==> src/rtl/rsPkg.sv <==
package rsPkg;
  localparam int unsigned RS_COUNT = 4;
  localparam int unsigned RS_IDX_W = $clog2(RS_COUNT);

  typedef logic [RS_IDX_W-1:0] rsIdx_t;

  // strobes from control to datapath
  typedef struct packed {
    logic [RS_COUNT-1:0] alloc;   // one-hot station written this cycle
    rsIdx_t              mulIdx;  // station feeding the multiply unit
    rsIdx_t              aluIdx;  // station feeding the ALU
  } rsStrobe_t;
endpackage

==> src/rtl/rsOldestPick.sv <==
module rsOldestPick #(
  parameter int unsigned N     = 4,
  parameter int unsigned AGE_W = 5,
  parameter int unsigned IDX_W = 2
) (
  input  logic [N-1:0]            cand,
  input  logic [N-1:0][AGE_W-1:0] ages,
  output logic                    anyWin,
  output logic [N-1:0]            winVec,
  output logic [IDX_W-1:0]        winIdx
);
  for (genvar i = 0; i < N; i++) begin : g_cmp
    logic beatsAll;
    logic [AGE_W-1:0] diff;
    always_comb begin
      beatsAll = 1'b1;
      diff     = '0;
      for (int j = 0; j < N; j++) begin
        if (j != i && cand[j]) begin
          // wraparound-safe: i older than j when (i - j) is negative
          diff = ages[i] - ages[j];
          if (!diff[AGE_W-1]) beatsAll = 1'b0;
        end
      end
    end
    assign winVec[i] = cand[i] & beatsAll;
  end

  always_comb begin
    winIdx = '0;
    for (int i = 0; i < N; i++) begin
      if (winVec[i]) winIdx = IDX_W'(i);
    end
  end

  assign anyWin = |winVec;
endmodule

==> src/rtl/rsCtrl.sv <==
module rsCtrl
  import rsPkg::*;
#(
  parameter int unsigned AGE_W = 5
) (
  input  logic                clk,
  input  logic                rst_n,
  input  logic                issueValid,
  input  logic                issueIsMul,
  input  logic                mulReady,
  input  logic                aluReady,
  input  logic [RS_COUNT-1:0] opsReady,
  output rsStrobe_t           strobe,
  output logic                full,
  output logic                mulGo,
  output logic                aluGo
);
  localparam int unsigned N = RS_COUNT;

  logic [N-1:0]            valid, isMul;
  logic [N-1:0][AGE_W-1:0] age;
  logic [AGE_W-1:0]        ageNext;

  logic [N-1:0] mulCand, aluCand, mulWin, aluWin, relMask, freeVec, alloc;
  rsIdx_t       mulIdx, aluIdx;
  logic         found;

  assign mulCand = valid & isMul  & opsReady & {N{mulReady}};
  assign aluCand = valid & ~isMul & opsReady & {N{aluReady}};

  rsOldestPick #(.N(N), .AGE_W(AGE_W), .IDX_W(RS_IDX_W)) u_mulPick (
    .cand(mulCand), .ages(age), .anyWin(mulGo), .winVec(mulWin), .winIdx(mulIdx)
  );
  rsOldestPick #(.N(N), .AGE_W(AGE_W), .IDX_W(RS_IDX_W)) u_aluPick (
    .cand(aluCand), .ages(age), .anyWin(aluGo), .winVec(aluWin), .winIdx(aluIdx)
  );

  // stations leaving this cycle may be refilled in the same cycle
  assign relMask = mulWin | aluWin;
  assign freeVec = ~valid | relMask;
  assign full    = ~|freeVec;

  always_comb begin
    alloc = '0;
    found = 1'b0;
    for (int i = 0; i < N; i++) begin
      if (issueValid && freeVec[i] && !found) begin
        alloc[i] = 1'b1;
        found    = 1'b1;
      end
    end
  end

  assign strobe.alloc  = alloc;
  assign strobe.mulIdx = mulIdx;
  assign strobe.aluIdx = aluIdx;

  always_ff @(posedge clk or negedge rst_n) begin
    if (!rst_n) begin
      valid   <= '0;
      isMul   <= '0;
      age     <= '0;
      ageNext <= '0;
    end else begin
      valid <= (valid & ~relMask) | alloc;
      for (int i = 0; i < N; i++) begin
        if (alloc[i]) begin
          isMul[i] <= issueIsMul;
          age[i]   <= ageNext;
        end
      end
      if (found) ageNext <= ageNext + 1'b1;
    end
  end

  // no multiply leaves while the unit refuses work
  a_r4_mul_gated: assert property (@(posedge clk) disable iff (!rst_n)
    mulGo |-> mulReady);
  // no ALU dispatch while the ALU refuses work
  a_r5_alu_gated: assert property (@(posedge clk) disable iff (!rst_n)
    aluGo |-> aluReady);
  // two dispatches never come from one station
  a_r5_distinct: assert property (@(posedge clk) disable iff (!rst_n)
    (mulGo && aluGo) |-> (mulIdx != aluIdx));
  // at most one instruction enters per cycle
  a_r2_single_entry: assert property (@(posedge clk) disable iff (!rst_n)
    1'b1 |=> ($countones(valid) <= $past($countones(valid)) + 1));
  // a full cycle keeps every station occupied
  a_r6_full_holds: assert property (@(posedge clk) disable iff (!rst_n)
    full |=> (&valid));
endmodule

==> src/rtl/rsData.sv <==
module rsData
  import rsPkg::*;
#(
  parameter int unsigned DATA_W = 32,
  parameter int unsigned TAG_W  = 3
) (
  input  logic                clk,
  input  logic                rst_n,
  input  rsStrobe_t           strobe,
  input  logic                issueSrc1Ready,
  input  logic [DATA_W-1:0]   issueSrc1Val,
  input  logic [TAG_W-1:0]    issueSrc1Tag,
  input  logic                issueSrc2Ready,
  input  logic [DATA_W-1:0]   issueSrc2Val,
  input  logic [TAG_W-1:0]    issueSrc2Tag,
  input  logic [TAG_W-1:0]    issueDstTag,
  input  logic                bcValid,
  input  logic [TAG_W-1:0]    bcTag,
  input  logic [DATA_W-1:0]   bcData,
  output logic [RS_COUNT-1:0] opsReady,
  output logic [DATA_W-1:0]   mulSrc1,
  output logic [DATA_W-1:0]   mulSrc2,
  output logic [TAG_W-1:0]    mulDstTag,
  output logic [DATA_W-1:0]   aluSrc1,
  output logic [DATA_W-1:0]   aluSrc2,
  output logic [TAG_W-1:0]    aluDstTag
);
  localparam int unsigned N = RS_COUNT;

  logic [N-1:0][DATA_W-1:0] val1Arr, val2Arr;
  logic [N-1:0][TAG_W-1:0]  dstArr;
  logic newHit1, newHit2;

  // broadcast hitting an instruction on its way in
  assign newHit1 = bcValid && (bcTag == issueSrc1Tag);
  assign newHit2 = bcValid && (bcTag == issueSrc2Tag);

  for (genvar i = 0; i < N; i++) begin : g_slot
    logic              rdy1q, rdy2q;
    logic [DATA_W-1:0] val1q, val2q;
    logic [TAG_W-1:0]  tag1q, tag2q, dstq;
    logic              oldHit1, oldHit2;

    assign oldHit1 = bcValid && !rdy1q && (tag1q == bcTag);
    assign oldHit2 = bcValid && !rdy2q && (tag2q == bcTag);

    always_ff @(posedge clk or negedge rst_n) begin
      if (!rst_n) begin
        rdy1q <= 1'b0; rdy2q <= 1'b0;
        val1q <= '0;   val2q <= '0;
        tag1q <= '0;   tag2q <= '0;
        dstq  <= '0;
      end else if (strobe.alloc[i]) begin
        rdy1q <= issueSrc1Ready | newHit1;
        val1q <= issueSrc1Ready ? issueSrc1Val : bcData;
        tag1q <= issueSrc1Tag;
        rdy2q <= issueSrc2Ready | newHit2;
        val2q <= issueSrc2Ready ? issueSrc2Val : bcData;
        tag2q <= issueSrc2Tag;
        dstq  <= issueDstTag;
      end else begin
        if (oldHit1) begin rdy1q <= 1'b1; val1q <= bcData; end
        if (oldHit2) begin rdy2q <= 1'b1; val2q <= bcData; end
      end
    end

    assign opsReady[i] = rdy1q & rdy2q;
    assign val1Arr[i]  = val1q;
    assign val2Arr[i]  = val2q;
    assign dstArr[i]   = dstq;

    // a broadcast met at issue is kept
    a_r7_issue_capture: assert property (@(posedge clk) disable iff (!rst_n)
      (strobe.alloc[i] && !issueSrc1Ready && newHit1)
        |=> (rdy1q && val1q == $past(bcData)));
    // a waiting source wakes on the matching broadcast
    a_r3_wake: assert property (@(posedge clk) disable iff (!rst_n)
      (!strobe.alloc[i] && oldHit2) |=> (rdy2q && val2q == $past(bcData)));
    // a ready source stays ready until the station is rewritten
    a_r3_sticky: assert property (@(posedge clk) disable iff (!rst_n)
      (rdy1q && !strobe.alloc[i]) |=> rdy1q);
  end

  assign mulSrc1   = val1Arr[strobe.mulIdx];
  assign mulSrc2   = val2Arr[strobe.mulIdx];
  assign mulDstTag = dstArr[strobe.mulIdx];
  assign aluSrc1   = val1Arr[strobe.aluIdx];
  assign aluSrc2   = val2Arr[strobe.aluIdx];
  assign aluDstTag = dstArr[strobe.aluIdx];
endmodule

==> src/rtl/rsPool.sv <==
module rsPool
  import rsPkg::*;
#(
  parameter int unsigned DATA_W = 32,
  parameter int unsigned TAG_W  = 3,
  parameter int unsigned AGE_W  = 5
) (
  input  logic              clk,
  input  logic              rst_n,
  input  logic              issueValid,
  input  logic              issueIsMul,
  input  logic              issueSrc1Ready,
  input  logic [DATA_W-1:0] issueSrc1Val,
  input  logic [TAG_W-1:0]  issueSrc1Tag,
  input  logic              issueSrc2Ready,
  input  logic [DATA_W-1:0] issueSrc2Val,
  input  logic [TAG_W-1:0]  issueSrc2Tag,
  input  logic [TAG_W-1:0]  issueDstTag,
  output logic              full,
  input  logic              bcValid,
  input  logic [TAG_W-1:0]  bcTag,
  input  logic [DATA_W-1:0] bcData,
  input  logic              mulReady,
  input  logic              aluReady,
  output logic              mulGo,
  output logic [DATA_W-1:0] mulSrc1,
  output logic [DATA_W-1:0] mulSrc2,
  output logic [TAG_W-1:0]  mulDstTag,
  output logic              aluGo,
  output logic [DATA_W-1:0] aluSrc1,
  output logic [DATA_W-1:0] aluSrc2,
  output logic [TAG_W-1:0]  aluDstTag
);
  rsStrobe_t           strobe;
  logic [RS_COUNT-1:0] opsReady;

  rsCtrl #(.AGE_W(AGE_W)) u_ctrl (
    .clk(clk), .rst_n(rst_n),
    .issueValid(issueValid), .issueIsMul(issueIsMul),
    .mulReady(mulReady), .aluReady(aluReady),
    .opsReady(opsReady), .strobe(strobe), .full(full),
    .mulGo(mulGo), .aluGo(aluGo)
  );

  rsData #(.DATA_W(DATA_W), .TAG_W(TAG_W)) u_data (
    .clk(clk), .rst_n(rst_n), .strobe(strobe),
    .issueSrc1Ready(issueSrc1Ready), .issueSrc1Val(issueSrc1Val), .issueSrc1Tag(issueSrc1Tag),
    .issueSrc2Ready(issueSrc2Ready), .issueSrc2Val(issueSrc2Val), .issueSrc2Tag(issueSrc2Tag),
    .issueDstTag(issueDstTag),
    .bcValid(bcValid), .bcTag(bcTag), .bcData(bcData),
    .opsReady(opsReady),
    .mulSrc1(mulSrc1), .mulSrc2(mulSrc2), .mulDstTag(mulDstTag),
    .aluSrc1(aluSrc1), .aluSrc2(aluSrc2), .aluDstTag(aluDstTag)
  );
endmodule

==> config.mk <==
export PLATFORM = sky130hd
export DESIGN_NAME = rsPool
export DESIGN_NICKNAME = d
export VERILOG_FILES = /design/src/rtl/rsPkg.sv /design/src/rtl/rsOldestPick.sv /design/src/rtl/rsCtrl.sv /design/src/rtl/rsData.sv /design/src/rtl/rsPool.sv
export SDC_FILE = /design/constraint.sdc
export NUM_CORES = 1
export LEC_CHECK = 0
export ABC_CLOCK_PERIOD_IN_PS = 7950
export BUFFER_PORTS_ARGS = -buffer_cell sky130_fd_sc_hd__buf_4
export CORE_ASPECT_RATIO = 0.9
export CORE_MARGIN = 2
export CORE_UTILIZATION = 30
export CTS_BUF_LIST = sky130_fd_sc_hd__clkbuf_2 sky130_fd_sc_hd__clkbuf_4 sky130_fd_sc_hd__clkbuf_8
export CTS_CLUSTER_DIAMETER = 30
export CTS_CLUSTER_SIZE = 28
export DETAILED_ROUTE_END_ITERATION = 16
export MAX_ROUTING_LAYER = met4
export PLACE_DENSITY = 0.45
export SLEW_MARGIN = 10
export SYNTH_ARGS = -nofsm -noshare
export SYNTH_HDL_FRONTEND = slang
export SYNTH_SLANG_ARGS = --single-unit
==> constraint.sdc <==
create_clock -name clk -period 7.95 [get_ports clk]
set_clock_uncertainty 0.15 [all_clocks]
set_input_delay 1.59 -clock clk [delete_from_list [all_inputs] [get_ports clk]]
set_output_delay 1.59 -clock clk [all_outputs]
set_load 0.005 [all_outputs]
-- Word-level counts from Yosys, hierarchy flattened
Cells that the tools add are included.
- flip-flop bits (word level): 333
- latch bits: 0
- memory bits (writable): 0
- ROM bits: 0
- input bits: 117
- logic and storage cells: 241
- memories kept: 0
- $add $sub $neg: 13
- multipliers: 0
- div/mod/pow operators: 0
- magnitude comparators: 2
- equal/unequal tests: 10
- shift operators: 0
- mux-type cells: 103
- bitwise logic cells: 27
- reductions and logical operators: 48
- operators by type and width (kind ; count):
    32-bit two-way mux ; 22
    32-bit binary-select mux with 2-bit select ; 4
    1-bit two-way mux ; 69
    5-bit subtractor ; 12
    3-bit equality test ; 10
    4-bit AND ; 7
    1-bit logical AND ; 25
    2-bit nonzero test ; 8
    1-bit AND ; 12
    3-bit binary-select mux with 2-bit select ; 2
    1-bit logical NOT ; 12
    4-bit inverter ; 3
    4-bit bitwise OR ; 3
    4-bit OR reduction ; 3
    2-bit two-way mux ; 4
    2-bit by 3-bit < comparator with 1-bit output, second input constant ; 2
    3-bit two-way mux ; 2
    5-bit by 1-bit adder with 5-bit output, second input constant ; 1
    1-bit bitwise OR ; 2

-- Logic depth before layout (Yosys ltp)
- depth after elaboration: 24
- gate-level depth with buffers: 14

-- Modules after synthesis
A second synthesis with hierarchy kept.
- cells, all modules: 1686
- area total of the unflattened synthesis: 21511.9 um^2
- modules (own cells, without submodules) (module ; instances ; cells an instance ; area an instance (um^2) ; sequential area each (um^2)):
    rsData ; 1 ; 1289 ; 17692.0 ; 7507.2
    rsCtrl ; 1 ; 106 ; 1535.2 ; 825.8
    rsOldestPick (u_ctrl.u_aluPick) ; 1 ; 149 ; 1166.1 ; 0.0
    rsOldestPick (u_ctrl.u_mulPick) ; 1 ; 142 ; 1118.6 ; 0.0

-- Least setup slack after synthesis
No wires, ideal clock.
- kind: input to output
- start point: input port mulReady
- end point: output port full
- arrival time: 3.500 ns
- slack: 2.710 ns
- stages on the path: 9
- buffers on the path: 3
- cell sequence: and3_1 -> clkbuf_1 -> o211a_1 -> nor3_1 -> o211ai_2 -> nor4b_4 -> clkbuf_1 -> clkbuf_1 -> and3_1
- longest elaborated chain between the ends: 11
- ends and longest elaborated chain (element ; RTL line ; RTL):
    start, declared ; rsPool.sv:23 ; input logic mulReady,
    4-bit AND * ; rsCtrl.sv:28 ; assign mulCand = valid & isMul & opsReady & {N{mulReady}};
    1-bit two-way mux ; rsOldestPick.sv:19 ; if (j != i && cand[j]) begin
    1-bit two-way mux ; rsOldestPick.sv:22 ; if (!diff[AGE_W-1]) beatsAll = 1'b0;
    1-bit two-way mux ; rsOldestPick.sv:19 ;
    1-bit two-way mux ; rsOldestPick.sv:22 ;
    1-bit two-way mux ; rsOldestPick.sv:19 ;
    1-bit AND ; rsOldestPick.sv:26 ; assign winVec[i] = cand[i] & beatsAll;
    4-bit bitwise OR * ; rsCtrl.sv:39 ; assign relMask = mulWin | aluWin;
    4-bit bitwise OR * ; rsCtrl.sv:40 ; assign freeVec = ~valid | relMask;
    4-bit OR reduction * ; rsCtrl.sv:41 ; assign full = ~|freeVec;
    1-bit logical NOT * ; rsCtrl.sv:41 ;
    end, declared ; rsPool.sv:19 ; output logic full,
Mark *: on every way between the ends. The rest lies on a longest branch, timed or not.

-- Worst setup path after layout
- start point: register u_ctrl.age[1] (netlist name)
- end point: output port aluSrc1[0]
- longest elaborated chain between the ends: 13
- ends and longest elaborated chain (element ; RTL line ; RTL):
    start, declared ; rsCtrl.sv:21 ; logic [N-1:0][AGE_W-1:0] age;
    start signal, assigned by index ; rsCtrl.sv:69 ; age[i] <= ageNext;
    5-bit subtractor ; rsOldestPick.sv:21 ; diff = ages[i] - ages[j];
    1-bit two-way mux ; rsOldestPick.sv:22 ;
    1-bit two-way mux ; rsOldestPick.sv:19 ;
    1-bit two-way mux ; rsOldestPick.sv:22 ;
    1-bit two-way mux ; rsOldestPick.sv:19 ;
    1-bit two-way mux ; rsOldestPick.sv:22 ;
    1-bit two-way mux ; rsOldestPick.sv:19 ;
    1-bit AND ; rsOldestPick.sv:26 ;
    1-bit two-way mux ; rsOldestPick.sv:32 ; if (winVec[i]) winIdx = IDX_W'(i);
    2-bit two-way mux ; rsOldestPick.sv:32 ;
    2-bit two-way mux * ; rsOldestPick.sv:32 ;
    32-bit binary-select mux with 2-bit select * ; rsData.sv:87 ; assign aluSrc1 = val1Arr[strobe.aluIdx];
    32-bit two-way mux (not written as such) * ; rsData.sv:87 ;
    end, declared ; rsPool.sv:30 ; output logic [DATA_W-1:0] aluSrc1,
Mark *: on every way between the ends. The rest lies on a longest branch, timed or not. The select of a mux whose other input is x is not followed.

==> impl_results.rst <==
.. list-table::
   :header-rows: 1

   * - Metric
     - Value
   * - I/O pin total
     - between 200 and 300
   * - Maximum achievable frequency
     - around 0.14 GHz
   * - CTS max path bufs
     - 3
   * - Latest clock arrival within the worst-skew pair
     - 0.72 ns
   * - Initial core utilization
     - between 30 and 40%
   * - Max-Slew Margin vs Limit
     - between 10% and 20%
   * - Die Y-Extent
     - between 200 and 300 µm
   * - Cell chosen for the clock root
     - sky130_fd_sc_hd__clkbuf_8
   * - IR drop worst, VDD
     - ~0.35 mV
   * - Area inside the core boundary
     - 71,300 µm²
   * - Drt initial violations
     - approximately 2,200
   * - Async set-or-reset flop fraction in the synthesized netlist
     - 100%
   * - Count of hold buffers inserted by post-cts repair
     - 0
   * - Number of enable flip-flop cells after synthesis
     - 0
   * - Run status
     - finished clean
   * - Netlist area before placement
     - between 20,000 and 25,000 µm²
   * - Crit. End Element
     - output pin
   * - Maximum number of pins on one net before global-route repair
     - 259
   * - Crit path kind
     - flip-flop to output pin
   * - Synth Warn #
     - 0
   * - Die Span X
     - approximately 290 µm
   * - Gpl congestion
     - just over 0.9
   * - Global-route wire length before repair
     - around 150 mm
   * - Number of maximum-capacitance constraint violations
     - 0
   * - Final period util
     - about nine tenths
   * - Remaining DRCs
     - 0
   * - Final layout net count
     - ~2,800
   * - Transition time at the pin with the least slew margin
     - 1.28 ns
   * - Share of final-layout standard cells stronger than drive strength 1
     - between 20% and 30%
   * - Detailed-route wire length per cell
     - 26.8 µm
   * - Post_cts resized
     - 0
   * - RSZ-0062 raised after global routing
     - false
   * - Worst min-delay path category
     - flip-flop to flip-flop
   * - Number of failing hold endpoints at the final stage
     - 0
   * - Number of instances in the synthesized netlist
     - around 2,500
   * - Reported leakage power
     - approximately 11 nW
   * - Most common library cell in the layout ignoring fill and taps
     - sky130_fd_sc_hd__nand2_1
   * - Top cells by area, synth
     - sky130_fd_sc_hd__dfrtp_1 39%, sky130_fd_sc_hd__nand2_1 8.1%, sky130_fd_sc_hd__a21oi_1 5.0%
   * - Number of antenna violations at the first check in global routing
     - 4
   * - CP required
     - 6.21 ns
   * - Post-CTS setup buffer count
     - 0
   * - Vias after detailed routing
     - 22,300
   * - Clock buffer count from CTS
     - about 110
   * - Total routing resource utilization after global routing
     - about 27%
   * - Vias in the first global route
     - approximately 23,000
   * - Final cell count without fillers
     - between 3,000 and 4,000
   * - HPWL reported at the end of detailed placement
     - 59.7 mm
   * - Critical Path AT
     - about 5.5 ns
   * - Commonest non-fill, non-tap cells in the layout
     - 462 x sky130_fd_sc_hd__nand2_1, 333 x sky130_fd_sc_hd__dfrtp_1, 295 x sky130_fd_sc_hd__buf_4, 215 x sky130_fd_sc_hd__a21oi_1, 142 x sky130_fd_sc_hd__nor2_1
   * - Largest area contributor in the netlist
     - sky130_fd_sc_hd__dfrtp_1
   * - Final-report max-slew violation count
     - 0
   * - Clock Pin Slew Worst Setup and Hold Paths
     - approximately 0.050 ns
   * - Area delta synth->final
     - 23.2%
   * - Power density of the placed cells
     - 490 nW/µm²
   * - Sum of negative setup slack
     - 0 ns
   * - Wire length reported by the detailed router
     - about 99 mm
   * - CTS H-Tree Depth
     - 3
   * - Total power of the final layout
     - ~13 mW
   * - Worst Setup Start Kind
     - flip-flop
   * - Post-DRT Antenna Nets
     - 0
   * - Worst-path fanout max
     - 54
   * - Inst Count DP
     - between 3,000 and 4,000
   * - Number of register bits inferred by synthesis
     - roughly 330
   * - Post-synthesis net count
     - ~2,600
   * - Number of endpoints failing setup at the final stage
     - 0
   * - Mean Syn Cell Area
     - around 8.7 µm²
   * - Post-DR vias/cell
     - 6.04
   * - DIE AREA
     - approximately 74,000 µm²
   * - PortBufs
     - about 250
   * - Area share of the largest cell type after synthesis
     - roughly two fifths
   * - Clock tree from TritonCTS
     - done
   * - Proportion of synthesized chip area in sequential cells
     - between 30% and 40%
   * - Predominant post-synthesis flop cell
     - sky130_fd_sc_hd__dfrtp_1
   * - Grt ovf
     - 0
   * - Number of optimization iterations in the first detailed-route pass
     - 6
   * - Synth unique cells
     - between 60 and 70
   * - Final critical path time including I/O delays and setup
     - roughly 7.3 ns
   * - Standard-cell rows
     - 93
   * - Number of sinks on the clock net
     - around 330
per-layer routing:
metal	part of all wire, %	up-vias	track usage [%]	wire (µm)
li1	-	9737	-	-
met1	44	11200	35.2	43100
met2	46	1102	41.4	45000
met3	8.1	220	5.92	8020
met4	2.8	0	9.55	2810
met5	0	-	-	0
synthesized netlist by cell type (all sizes together) (4+ instances only):
master   number
o21ai        22
nor2        142
clkbuf      173
mux2         57
dfrtp       333
o32ai        64
o221ai       64
a32o         64
inv          51
a21oi       215
a31oi         5
xnor2        21
ha           37
nand3        17
nor3         16
and2         66
or2           5
o22ai       140
o211ai       68
o2111ai      64
nor3b         5
a2111oi      13
a21o          5
nand2b       10
nand2       464
a22o         64
xor2         22
mux2i         6
buf          76
o21a          5
or3          77
nand3b        6
o221a        64
and3         14
nand4         4
kinds of logic after synthesis:
family          synth area share (%)
compound gates                  31.0
simple gates                    17.3
flops                           38.7
buf+inv                         5.77
mux                             3.30
xor+xnor                        1.75
fa+ha+maj                       2.15
sequential cells by signal, summed over array words and instances, names as in the netlist:
signal,flops
u_ctrl.age,20
u_ctrl.ageNext,5
u_data.g_slot.tag2q,12
u_data.g_slot.val1q,128
u_data.g_slot.dstq,12
u_ctrl.isMul,4
u_ctrl.valid,4
u_data.g_slot.tag1q,12
u_data.g_slot.val2q,128
u_data.g_slot.rdy1q,4
u_data.g_slot.rdy2q,4
power by group:
group	leakage, nW	internal [mW]	total (mW)	switching [mW]
logic	6.12	2.81	6.80	3.99
registers	3.93	2.54	3.37	0.829
clock network	1.27	1.76	2.82	1.06
per-stage QoR:
stage / worst slack [ns] / cell area [µm²] / utilization, % / hold slack [ns]
after CTS: 0.669 / 26500 / 37.1 / 0.371
after detailed placement: 1.36 / 24100 / 33.8 / 0.360
final: 0.671 / 26500 / 37.2 / 0.365
after global routing: 0.423 / 26500 / 37.2 / 0.372
after global placement: 1.36 / 24100 / 33.8 / 0.348
after floorplan: 2.71 / 21500 / - / 0.332
worst max-delay path: stages (launching register included):
cell,delay [ns]
sky130_fd_sc_hd__dfrtp_1,0.40
sky130_fd_sc_hd__inv_1,0.14
sky130_fd_sc_hd__ha_1,0.35
sky130_fd_sc_hd__a2111oi_1,0.80
sky130_fd_sc_hd__or3_1,0.22
sky130_fd_sc_hd__a21oi_1,0.10
sky130_fd_sc_hd__a2111o_2,0.88
sky130_fd_sc_hd__nand3_4,0.47
sky130_fd_sc_hd__buf_4,0.80
sky130_fd_sc_hd__nor2_1,0.08
sky130_fd_sc_hd__a21oi_1,0.39
sky130_fd_sc_hd__buf_4,0.19
cell type report:
cell class | count | area, µm²
Antenna cell | 7 | 17.5
Clock buffer | 146 | 1910
Inverter | 51 | 191
Clock inverter | 53 | 482
Tap cell | 950 | 1190
Timing Repair Buffer | 299 | 2290
Sequential cell | 333 | 8330
Fill cell | 7255 | 44800
Multi-Input combinational cell | 1849 | 12100
path summary, 6_finish.rpt:
check                                                from                          to  slack, ns  cells past startpoint
min in group asynchronous                           rst_n  u_data.g_slot[2].val1q[25]       0.70                      1
worst min register to register  u_data.g_slot[3].tag2q[1]   u_data.g_slot[3].tag2q[1]       0.37                      1
worst min-delay path            u_data.g_slot[3].tag2q[1]   u_data.g_slot[3].tag2q[1]       0.37                      1
max in group asynchronous                           rst_n   u_data.g_slot[1].val2q[1]       5.57                      2
worst max register to register              u_ctrl.age[1]    u_data.g_slot[2].dstq[1]       2.11                     10
worst max-delay path                        u_ctrl.age[1]                  aluSrc1[0]       0.67                     11
No activity file was read; power rests on OpenSTA's default activity.
